File: src/rtl/tcc_pkg.sv
package tcc_pkg;
  localparam int OP_W  = 5;
  localparam int SLOTS = 3;

  typedef enum logic [OP_W-1:0] {
    OP_NOP   = 5'd0,
    OP_RET   = 5'd1,
    OP_SKB   = 5'd2,
    OP_SUB   = 5'd3,
    OP_LIT   = 5'd4,
    OP_DUP   = 5'd5,
    OP_DROP  = 5'd6,
    OP_TOR   = 5'd7,
    OP_FROMR = 5'd8
  } op_e;

  typedef enum logic [1:0] {
    ST_FETCH  = 2'd0,
    ST_DECODE = 2'd1,
    ST_EXEC   = 2'd2
  } state_e;
endpackage

File: src/rtl/tcc_stkptr.sv
module tcc_stkptr #(
  parameter int           W       = 16,
  parameter int           DEPTH_W = 4,
  parameter logic [W-1:0] BASE    = '0
) (
  input  logic         clk_i,
  input  logic         rst_ni,
  input  logic         inc_i,
  input  logic         dec_i,
  output logic [W-1:0] ptr_o,
  output logic [W-1:0] ptr_dec_o
);
  localparam logic [DEPTH_W-1:0] STEP = 1;
  localparam logic [W-DEPTH_W-1:0] HI = BASE[W-1:DEPTH_W];

  logic [DEPTH_W-1:0] low_q;
  logic [DEPTH_W-1:0] low_dec;

  assign low_dec   = low_q - STEP;
  assign ptr_o     = {HI, low_q};
  assign ptr_dec_o = {HI, low_dec};

  always_ff @(posedge clk_i or negedge rst_ni) begin
    if (!rst_ni)    low_q <= BASE[DEPTH_W-1:0];
    else if (inc_i) low_q <= low_q + STEP;
    else if (dec_i) low_q <= low_dec;
  end

  p_region_r5: assert property (@(posedge clk_i) disable iff (!rst_ni)
    ptr_o[W-1:DEPTH_W] == HI);
  p_excl_r4: assert property (@(posedge clk_i) disable iff (!rst_ni)
    !(inc_i && dec_i));
  p_dec_wrap_r5: assert property (@(posedge clk_i) disable iff (!rst_ni)
    (dec_i && low_q == '0) |=> (low_q == '1));
endmodule

File: src/rtl/tcc_slot_dec.sv
module tcc_slot_dec
  import tcc_pkg::*;
#(
  parameter int DW     = 16,
  parameter int SLOT_W = 2
) (
  input  logic [DW-1:0]     ir_i,
  input  logic [SLOT_W-1:0] slot_i,
  output op_e               op_o,
  output logic              last_o
);
  logic [OP_W-1:0] fld [SLOTS];

  for (genvar k = 0; k < SLOTS; k++) begin : g_fld
    assign fld[k] = ir_i[(SLOTS-1-k)*OP_W +: OP_W];
  end

  assign op_o   = op_e'(fld[slot_i]);
  assign last_o = (slot_i == SLOT_W'(SLOTS-1));
endmodule

File: src/rtl/tcc_sub_unit.sv
module tcc_sub_unit #(
  parameter int W = 16
) (
  input  logic [W-1:0] a_i,
  input  logic [W-1:0] b_i,
  output logic [W-1:0] diff_o,
  output logic         borrow_o
);
  assign {borrow_o, diff_o} = {1'b0, a_i} - {1'b0, b_i};
endmodule

File: src/rtl/tcc_core.sv
module tcc_core
  import tcc_pkg::*;
#(
  parameter int            DW         = 16,
  parameter logic [DW-1:0] RS_BASE    = 16'hF000,
  parameter int            RS_DEPTH_W = 4,
  parameter logic [DW-1:0] DS_BASE    = 16'hE000,
  parameter int            DS_DEPTH_W = 3
) (
  input  logic          clk_i,
  input  logic          rst_ni,
  output logic [DW-1:0] mem_addr_o,
  output logic [DW-1:0] mem_wdata_o,
  input  logic [DW-1:0] mem_rdata_i,
  output logic          mem_we_o,
  output logic          mem_re_o
);
  localparam int SLOT_W = $clog2(SLOTS);
  localparam logic [DW-1:0] ONE = 1;

  state_e state_q, state_d;
  logic [DW-1:0] pc_q, pc_d, ir_q, ir_d, tmp_q, tmp_d;
  logic borrow_q, borrow_d;
  logic [SLOT_W-1:0] slot_q, slot_d;
  logic [1:0] stp_q, stp_d;
  logic rs_inc, rs_dec, ds_inc, ds_dec;
  logic [DW-1:0] rp, rp_dec, dp, dp_dec;
  op_e op;
  logic last_slot;
  logic [DW-1:0] diff;
  logic bout;

  tcc_stkptr #(.W(DW), .DEPTH_W(RS_DEPTH_W), .BASE(RS_BASE)) i_rs_ptr (
    .clk_i, .rst_ni, .inc_i(rs_inc), .dec_i(rs_dec), .ptr_o(rp), .ptr_dec_o(rp_dec));
  tcc_stkptr #(.W(DW), .DEPTH_W(DS_DEPTH_W), .BASE(DS_BASE)) i_ds_ptr (
    .clk_i, .rst_ni, .inc_i(ds_inc), .dec_i(ds_dec), .ptr_o(dp), .ptr_dec_o(dp_dec));
  tcc_slot_dec #(.DW(DW), .SLOT_W(SLOT_W)) i_slot_dec (
    .ir_i(ir_q), .slot_i(slot_q), .op_o(op), .last_o(last_slot));
  tcc_sub_unit #(.W(DW)) i_sub (
    .a_i(mem_rdata_i), .b_i(tmp_q), .diff_o(diff), .borrow_o(bout));

  always_comb begin
    state_d = state_q; pc_d = pc_q; ir_d = ir_q; tmp_d = tmp_q;
    borrow_d = borrow_q; slot_d = slot_q; stp_d = stp_q;
    rs_inc = 1'b0; rs_dec = 1'b0; ds_inc = 1'b0; ds_dec = 1'b0;
    mem_addr_o = pc_q; mem_wdata_o = '0; mem_we_o = 1'b0; mem_re_o = 1'b0;
    unique case (state_q)
      ST_FETCH: begin
        mem_re_o = 1'b1;
        pc_d     = pc_q + ONE;
        state_d  = ST_DECODE;
      end
      ST_DECODE: begin
        if (!mem_rdata_i[DW-1]) begin  // call: no opcode
          mem_addr_o = rp; mem_wdata_o = pc_q; mem_we_o = 1'b1; rs_inc = 1'b1;
          pc_d    = {1'b0, mem_rdata_i[DW-2:0]};
          state_d = ST_FETCH;
        end else begin
          ir_d = mem_rdata_i; slot_d = '0; stp_d = '0;
          state_d = ST_EXEC;
        end
      end
      default: begin
        logic adv;
        adv = 1'b0;
        case (op)
          OP_RET: begin
            if (stp_q == 2'd0) begin
              mem_addr_o = rp_dec; mem_re_o = 1'b1; rs_dec = 1'b1; stp_d = 2'd1;
            end else begin
              pc_d = mem_rdata_i; stp_d = '0; state_d = ST_FETCH;
            end
          end
          OP_SKB: begin
            if (!borrow_q) adv = 1'b1;
            else if (stp_q == 2'd0) begin
              mem_addr_o = rp_dec; mem_re_o = 1'b1; rs_dec = 1'b1; stp_d = 2'd1;
            end else begin
              mem_addr_o = rp; mem_wdata_o = mem_rdata_i + ONE; mem_we_o = 1'b1;
              rs_inc = 1'b1; adv = 1'b1;
            end
          end
          OP_SUB: begin
            if (stp_q == 2'd0) begin
              mem_addr_o = dp_dec; mem_re_o = 1'b1; ds_dec = 1'b1; stp_d = 2'd1;
            end else if (stp_q == 2'd1) begin
              tmp_d = mem_rdata_i;
              mem_addr_o = dp_dec; mem_re_o = 1'b1; ds_dec = 1'b1; stp_d = 2'd2;
            end else begin
              mem_addr_o = dp; mem_wdata_o = diff; mem_we_o = 1'b1; ds_inc = 1'b1;
              borrow_d = bout; adv = 1'b1;
            end
          end
          OP_LIT: begin
            if (stp_q == 2'd0) begin
              mem_addr_o = pc_q; mem_re_o = 1'b1; pc_d = pc_q + ONE; stp_d = 2'd1;
            end else begin
              mem_addr_o = dp; mem_wdata_o = mem_rdata_i; mem_we_o = 1'b1;
              ds_inc = 1'b1; adv = 1'b1;
            end
          end
          OP_DUP: begin
            if (stp_q == 2'd0) begin
              mem_addr_o = dp_dec; mem_re_o = 1'b1; ds_dec = 1'b1; stp_d = 2'd1;
            end else if (stp_q == 2'd1) begin
              mem_addr_o = dp; mem_wdata_o = mem_rdata_i; mem_we_o = 1'b1;
              ds_inc = 1'b1; tmp_d = mem_rdata_i; stp_d = 2'd2;
            end else begin
              mem_addr_o = dp; mem_wdata_o = tmp_q; mem_we_o = 1'b1;
              ds_inc = 1'b1; adv = 1'b1;
            end
          end
          OP_DROP: begin
            ds_dec = 1'b1; adv = 1'b1;
          end
          OP_TOR: begin
            if (stp_q == 2'd0) begin
              mem_addr_o = dp_dec; mem_re_o = 1'b1; ds_dec = 1'b1; stp_d = 2'd1;
            end else begin
              mem_addr_o = rp; mem_wdata_o = mem_rdata_i; mem_we_o = 1'b1;
              rs_inc = 1'b1; adv = 1'b1;
            end
          end
          OP_FROMR: begin
            if (stp_q == 2'd0) begin
              mem_addr_o = rp_dec; mem_re_o = 1'b1; rs_dec = 1'b1; stp_d = 2'd1;
            end else begin
              mem_addr_o = dp; mem_wdata_o = mem_rdata_i; mem_we_o = 1'b1;
              ds_inc = 1'b1; adv = 1'b1;
            end
          end
          default: adv = 1'b1;
        endcase
        if (adv) begin
          stp_d = '0;
          if (last_slot) state_d = ST_FETCH;
          else           slot_d  = slot_q + 1'b1;
        end
      end
    endcase
  end

  always_ff @(posedge clk_i or negedge rst_ni) begin
    if (!rst_ni) begin
      state_q <= ST_FETCH; pc_q <= '0; ir_q <= '0; tmp_q <= '0;
      borrow_q <= 1'b0; slot_q <= '0; stp_q <= '0;
    end else begin
      state_q <= state_d; pc_q <= pc_d; ir_q <= ir_d; tmp_q <= tmp_d;
      borrow_q <= borrow_d; slot_q <= slot_d; stp_q <= stp_d;
    end
  end

  p_one_access_r10: assert property (@(posedge clk_i) disable iff (!rst_ni)
    !(mem_re_o && mem_we_o));
  p_call_jump_r2: assert property (@(posedge clk_i) disable iff (!rst_ni)
    (state_q == ST_DECODE && !mem_rdata_i[DW-1]) |=>
      (state_q == ST_FETCH && pc_q == {1'b0, $past(mem_rdata_i[DW-2:0])}));
  p_ret_pc_r7: assert property (@(posedge clk_i) disable iff (!rst_ni)
    (state_q == ST_EXEC && op == OP_RET && stp_q == 2'd1) |=>
      (state_q == ST_FETCH && pc_q == $past(mem_rdata_i)));
  p_borrow_r6: assert property (@(posedge clk_i) disable iff (!rst_ni)
    (state_q == ST_EXEC && op == OP_SUB && stp_q == 2'd2) |=>
      (borrow_q == ($past(mem_rdata_i) < $past(tmp_q))));
  p_skb_quiet_r8: assert property (@(posedge clk_i) disable iff (!rst_ni)
    (state_q == ST_EXEC && op == OP_SKB && !borrow_q) |-> (!mem_re_o && !mem_we_o));
endmodule

File: config.mk
export PLATFORM = sky130hd
export DESIGN_NAME = tcc_core
export DESIGN_NICKNAME = d
export VERILOG_FILES = /design/src/rtl/tcc_pkg.sv /design/src/rtl/tcc_stkptr.sv /design/src/rtl/tcc_slot_dec.sv /design/src/rtl/tcc_sub_unit.sv /design/src/rtl/tcc_core.sv
export SDC_FILE = /design/constraint.sdc
export NUM_CORES = 1
export LEC_CHECK = 0
export BUFFER_PORTS_ARGS = -buffer_cell sky130_fd_sc_hd__buf_2
export CELL_PAD_IN_SITES_DETAIL_PLACEMENT = 0
export CELL_PAD_IN_SITES_GLOBAL_PLACEMENT = 1
export CORE_ASPECT_RATIO = 1.4
export CORE_UTILIZATION = 29
export CTS_CLUSTER_SIZE = 14
export DETAILED_ROUTE_END_ITERATION = 7
export GPL_ROUTABILITY_DRIVEN = 1
export GPL_TIMING_DRIVEN = 0
export PLACE_DENSITY = 0.6
export SLEW_MARGIN = 20
export SYNTH_ARGS = -nofsm -noshare
export SYNTH_HDL_FRONTEND = slang
export SYNTH_SLANG_ARGS = --single-unit
File: constraint.sdc
create_clock -name clk_i -period 3.1 [get_ports clk_i]
set_input_delay 0.155 -clock clk_i [delete_from_list [all_inputs] [get_ports clk_i]]
set_output_delay 0.155 -clock clk_i [all_outputs]
set_load 0.05 [all_outputs]
## Word-level counts from Yosys, hierarchy flattened

Cells that the tools add are included.

- Bits in registers: 61
- Input bits: 18
- Output and inout bits: 34
- Word-level logic and storage cells: 138

- $add $sub $neg: 8
- Order comparisons: 1
- Equal/unequal tests: 18
- Muxes and demuxes: 76
- Bitwise gates (word level): 5
- Reduce and logical (&&, ||, !) cells: 21

Operators with widths:

| kind | number |
|---|---|
| $mux 16 | 15 |
| $pmux 16 s2 | 4 |
| $pmux 16 s7 | 1 |
| $pmux 16 s4 | 1 |
| $add 16x1->16 const B | 2 |
| $mux 13 | 2 |
| $mux 2 | 13 |
| $eq 5x3->1 const B | 4 |
| $sub 16x16->17 | 1 |
| $mux 1 | 15 |
| $mux 3 | 5 |
| $mux 4 | 3 |
| $ne 4x4->1 const B | 3 |
| $pmux 1 s2 | 6 |
| $pmux 2 s2 | 3 |
| $reduce_and 4->1 | 3 |
| $bmux 5 s2 | 1 |
| $eq 5x2->1 const B | 2 |
| $mux 5 | 2 |
| $pmux 1 s3 | 3 |
| $pmux 2 s4 | 1 |
| $reduce_or 2->1 | 4 |
| $ne 2x2->1 const B | 3 |
| $reduce_bool 2->1 | 3 |
| 23 further kinds | 29 |

## Depth between registers and ports, before layout

- Depth in word-level cells: 10
- Mapped depth: 11
- Mapped depth without buffers: 10

## By module

From an unflattened synthesis, not the netlist that was laid out.

- Cell total of the unflattened synthesis: 906
- Area, all modules: 7070.5 um^2

By module, submodules not included:

| module | times used | cells each | area an instance (um^2) | seq. area each (um^2) |
|---|---|---|---|---|
| tcc_core | 1 | 669 | 5258.8 | 1376.3 |
| tcc_sub_unit | 1 | 124 | 839.6 | 0.0 |
| tcc_stkptr at i_rs_ptr | 1 | 52 | 442.9 | 100.1 |
| tcc_stkptr at i_ds_ptr | 1 | 48 | 405.4 | 75.1 |
| tcc_slot_dec | 1 | 13 | 123.9 | 0.0 |

## Worst setup path after synthesis

Ideal clock, no wire load.

- Kind: reg2out
- Start: register slot_q[0]
- End: output port mem_wdata_o[10]
- Data arrival time: 3045 ps
- Data required time: 2945 ps
- Slack: -100 ps
- Cell stages (with the launch flop): 10
- Path buffers: 2
- Cell sequence: dfrtp_1 -> buf_6 -> and2b_4 -> o2bb2ai_2 -> buf_6 -> nand4_4 -> or4_1 -> o21ai_0 -> a22oi_1 -> o21ai_0

- Longest elaborated chain between the ends: 8
- Elaborated cells between the ends (all ways): 13
- Classes of those cells: 6 x eq/ne; 5 x mux; 1 x bitwise; 1 x reduce/logical

RTL lines:

| element | line | source |
|---|---|---|
| from (decl) | tcc_core.sv:24 | `logic [SLOT_W-1:0] slot_q, slot_d;` |
| from (signal assigned) | tcc_core.sv:149 | `borrow_q <= borrow_d; slot_q <= slot_d; stp_q <= stp_d;` |
| $not 2->3 (not written as such) (*) | tcc_slot_dec.sv:18 | `assign op_o = op_e'(fld[slot_i]);` |
| $bmux 5 s2 (*) | tcc_slot_dec.sv:18 |  |
| $mux 5 (not written as such) (*) (2 in a row) | tcc_slot_dec.sv:18 |  |
| $eq 5x4->1 / $eq 5x3->1 (equally long branches) | tcc_core.sv:66 | `case (op)` |
| $reduce_or 3->1 (no source line) | - |  |
| $pmux 16 s4 (*) | tcc_core.sv:66 |  |
| $pmux 16 s2 (*) | tcc_core.sv:47 | `unique case (state_q)` |
| to (decl) | tcc_core.sv:13 | `output logic [DW-1:0] mem_wdata_o,` |

Every way passes the cells marked *; elsewhere a longest branch is shown, timed or not. The select of a mux whose other input is x is not followed.

## Worst setup path in the final report

- Start: register slot_q[0]
- End: output port mem_wdata_o[3]

Same word-level chain as after synthesis.

==> impl_metrics.yaml <==
synth:
  synth.distinct_cells: 79
  synth-seq-cells: 61
  yosys_warnings: 0
  synth_largest_area_cell: "dfrtp_1"
  synth_area_leaders: "dfrtp_1 (26%), nand2_1 (5.1%), ha_1 (5.0%)"
  synth_area_um2: 5790
  synth_edf_count: 0
  synth.top_cell.area_share: 0.264
  ys.flop_type: "dfrtp_1"
  seq_area_frac_synth: 0.264
  synth_cells: 730
  synthArstFlopShare: 1.00
  syn-num-nets: 772
  postSynthAreaPerCell_um2: 7.93
clock_tree:
  cts_tree: "done"
  numCtsBuffers: 9
  cts-root-buf: "clkbuf_16"
  clk_pin_slew_worst_paths_ns: 0.06
  cts_sinks: 61
  clkLatencyLatePin_ns: 0.35
  clock_path_buffers: 2
  htreeDepth: 3
route:
  vias_per_cell: 5.83
  drtIter0Drc: 423
  drt_pass1_iterations: 5
  num_vias: 6274
  route.detailed.drc: 0
  routedWlPerCell_um: 22.9
  detail-route-antenna-nets: 0
  routed_wl_um: 24600
placed_design:
  numPortBuffers: 51
  detailed_place_hpwl_um: 18400
  gp_congestion: 0.909
  post_dp_cell_area_um2: 6380
grt:
  grt_util_met3: 0.0363
  grt_max_degree: 48
  grt_pass1_wl_um: 38000
  overflow: 0
  grt_pass1_vias: 6354
  antenna_found_initial: 0
  grt_use_total: 0.247
  grt-busiest-layer: "met2"
  use_met1: 0.299
  use_met2: 0.426
hold_path:
  hold_path_class: "input port to flip-flop"
  holdPathEnd: "tmp_q[9]"
  hold_depth: 3
  min_from: "mem_rdata_i[9]"
final_layout:
  final_common_cell: "nand2_1"
  area_delta_synth_final_pct: 33.0
  drive_above_1_share: 0.285
  fillers: 1973
  layout.nets: 865
  layout_common_cells: "nand2_1 (74), dfrtp_1 (59), nor2_1 (45)"
  diodes: 0
  register_area_um2: 1530
  fin_area_um2: 7700
  multiInputGateArea_um2: 4400
floorplan:
  rows: 60
  ios: 52
  die-area_um2: 20500
  initial_utilization: 0.299
  die_x_um: 121
  core_um2: 19400
  die_h_um: 169
sta:
  rsz0062_at_grt: "true"
  post-route-period-util: 1.02
  tightest_slew_ns: 0.752
  max_freq_ghz: 0.315
  setup_slack_ns: -0.0766
  period_minus_slack_ns: 3.18
  slew_viol_final: 0
  setup_viol: 13
  slew-limit-headroom: 0.499
  hold_violations: 0
  clock_skew_ns: 0.00566
worst_setup_path:
  rr_endpoint: "tmp_q[13]"
  cp.arrival_ns: 3.02
  crit_type: "flip-flop to output pin"
  rr_worst_depth: 11
  startpoint_type: "flip-flop"
  r2r_start: "slot_q[0]"
  setup.worst_path.end_class: "output pin"
  required_ns: 2.94
  r2r_slack_ns: 0.23
  path_max_fanout: 8
run_status:
  violations: "setup timing"
  status: "finished with violations"
job:
  drv_cap: 0
[worst max path at each step]
| stage | endpoint | depth (start not counted) | slack [ns] | start |
|---|---|---|---|---|
| after floorplan | mem_wdata_o[5] | 9 | -0.04 | slot_q[0] |
| after global placement | mem_wdata_o[5] | 9 | -0.52 | slot_q[0] |
| after detailed placement | mem_wdata_o[5] | 9 | -0.51 | slot_q[0] |
| after CTS | mem_addr_o[1] | 10 | -0.03 | slot_q[0] |
| after global routing | mem_wdata_o[3] | 11 | -0.15 | slot_q[0] |
| final | mem_wdata_o[3] | 11 | -0.08 | slot_q[0] |
[state kept, by name (all words and copies together) (netlist names)]
name	flops
pc_q	16
tmp_q	16
ir_q	15
i_rs_ptr.low_q	4
i_ds_ptr.low_q	3
slot_q	2
state_q	2
stp_q	2
borrow_q	1
[per-stage QoR]
step	util	TNS, ns	worst slack (ns)	cells	hold slack, ns
6_report	0.398	-0.361	-0.0766	1076	0.170
5_1_grt	0.398	-2.60	-0.150	1076	0.171
4_1_cts	0.377	-0.0390	-0.0258	1063	0.169
3_5_place_dp	0.330	-4.14	-0.511	1030	0.0634
3_3_place_gp	0.328	-4.40	-0.517	1029	0.470
2_1_floorplan	-	-0.0771	-0.0386	730	-0.141
[area by class of cell]
cell class | instances | area share
well taps | 248 | 0.0403
plain buffers | 51 | 0.0401
clock buffers | 9 | 0.0292
multi-input cells | 578 | 0.571
inverters | 37 | 0.0180
clock inverters | 7 | 0.00991
flip-flops and latches | 61 | 0.199
repair buffers | 85 | 0.0923
[worst max-delay path: stages, from the launching register on]
cell and delay, ns:
dfrtp_2 0.44, buf_8 0.15, and2b_4 0.36, a2bb2oi_2 0.11, buf_6 0.16, o211ai_1 0.19
o22ai_4 0.16, or2_4 0.30, buf_8 0.16, a221oi_4 0.31, o22ai_2 0.15, buf_6 0.18
[cell usage after synthesis (6+ instances only)]
| cell | number |
|---|---|
| o21ai_0 | 49 |
| ha_1 | 23 |
| nor2_1 | 50 |
| mux2i_1 | 13 |
| nand3_1 | 30 |
| buf_2 | 14 |
| inv_1 | 37 |
| xnor2_1 | 21 |
| mux2_2 | 18 |
| a31oi_1 | 15 |
| xor2_1 | 11 |
| nand2b_1 | 8 |
| a22oi_1 | 7 |
| a221oi_1 | 6 |
| nand4_1 | 9 |
| a21o_1 | 7 |
| a211oi_1 | 6 |
| dfrtp_1 | 61 |
| nor2b_1 | 7 |
| nor3_1 | 18 |
| and2_1 | 10 |
| a2bb2oi_1 | 7 |
| o21ai_1 | 9 |
| a21oi_1 | 47 |
| o22ai_1 | 14 |
| clkbuf_1 | 31 |
| o211ai_1 | 13 |
| nand2_1 | 78 |
| or3_1 | 6 |
| and3_1 | 8 |
[kinds of logic (layout without fill, tap and decap cells)]
family | count (synthesis) | after routing | share of synthesized area
AND/OR/NAND/NOR | 245 | 245 | 0.211
flip-flops | 61 | 61 | 0.264
AO/OA/AOI/OAI | 246 | 246 | 0.298
adder cells (fa/ha/maj) | 24 | 24 | 0.0532
multiplexers | 31 | 31 | 0.0575
XOR/XNOR | 32 | 32 | 0.0484
buffers and inverters | 91 | 189 | 0.0685
[per-layer routing]
| layer | part of all wire | vias to the layer above |
|---|---|---|
| li1 | - | 2904 |
| met3 | 0.045 | 68 |
| met5 | 0 | - |
| met1 | 0.42 | 3070 |
| met2 | 0.50 | 232 |
| met4 | 0.043 | 0 |
[what timing repair did]
action | in CTS | in global routing
pin swaps | 17 | 25
gates resized for setup | 112 | 61
gates cloned | 0 | 2
endpoints found under the setup margin | 33 | 43
setup buffers | 19 | 11
hold endpoints to repair | 14 | 0
hold buffers | 1 | 0
Power is left out: the tool's default activity adds up to more than one toggle a clock period on the data nets, which glitch-free logic cannot reach.
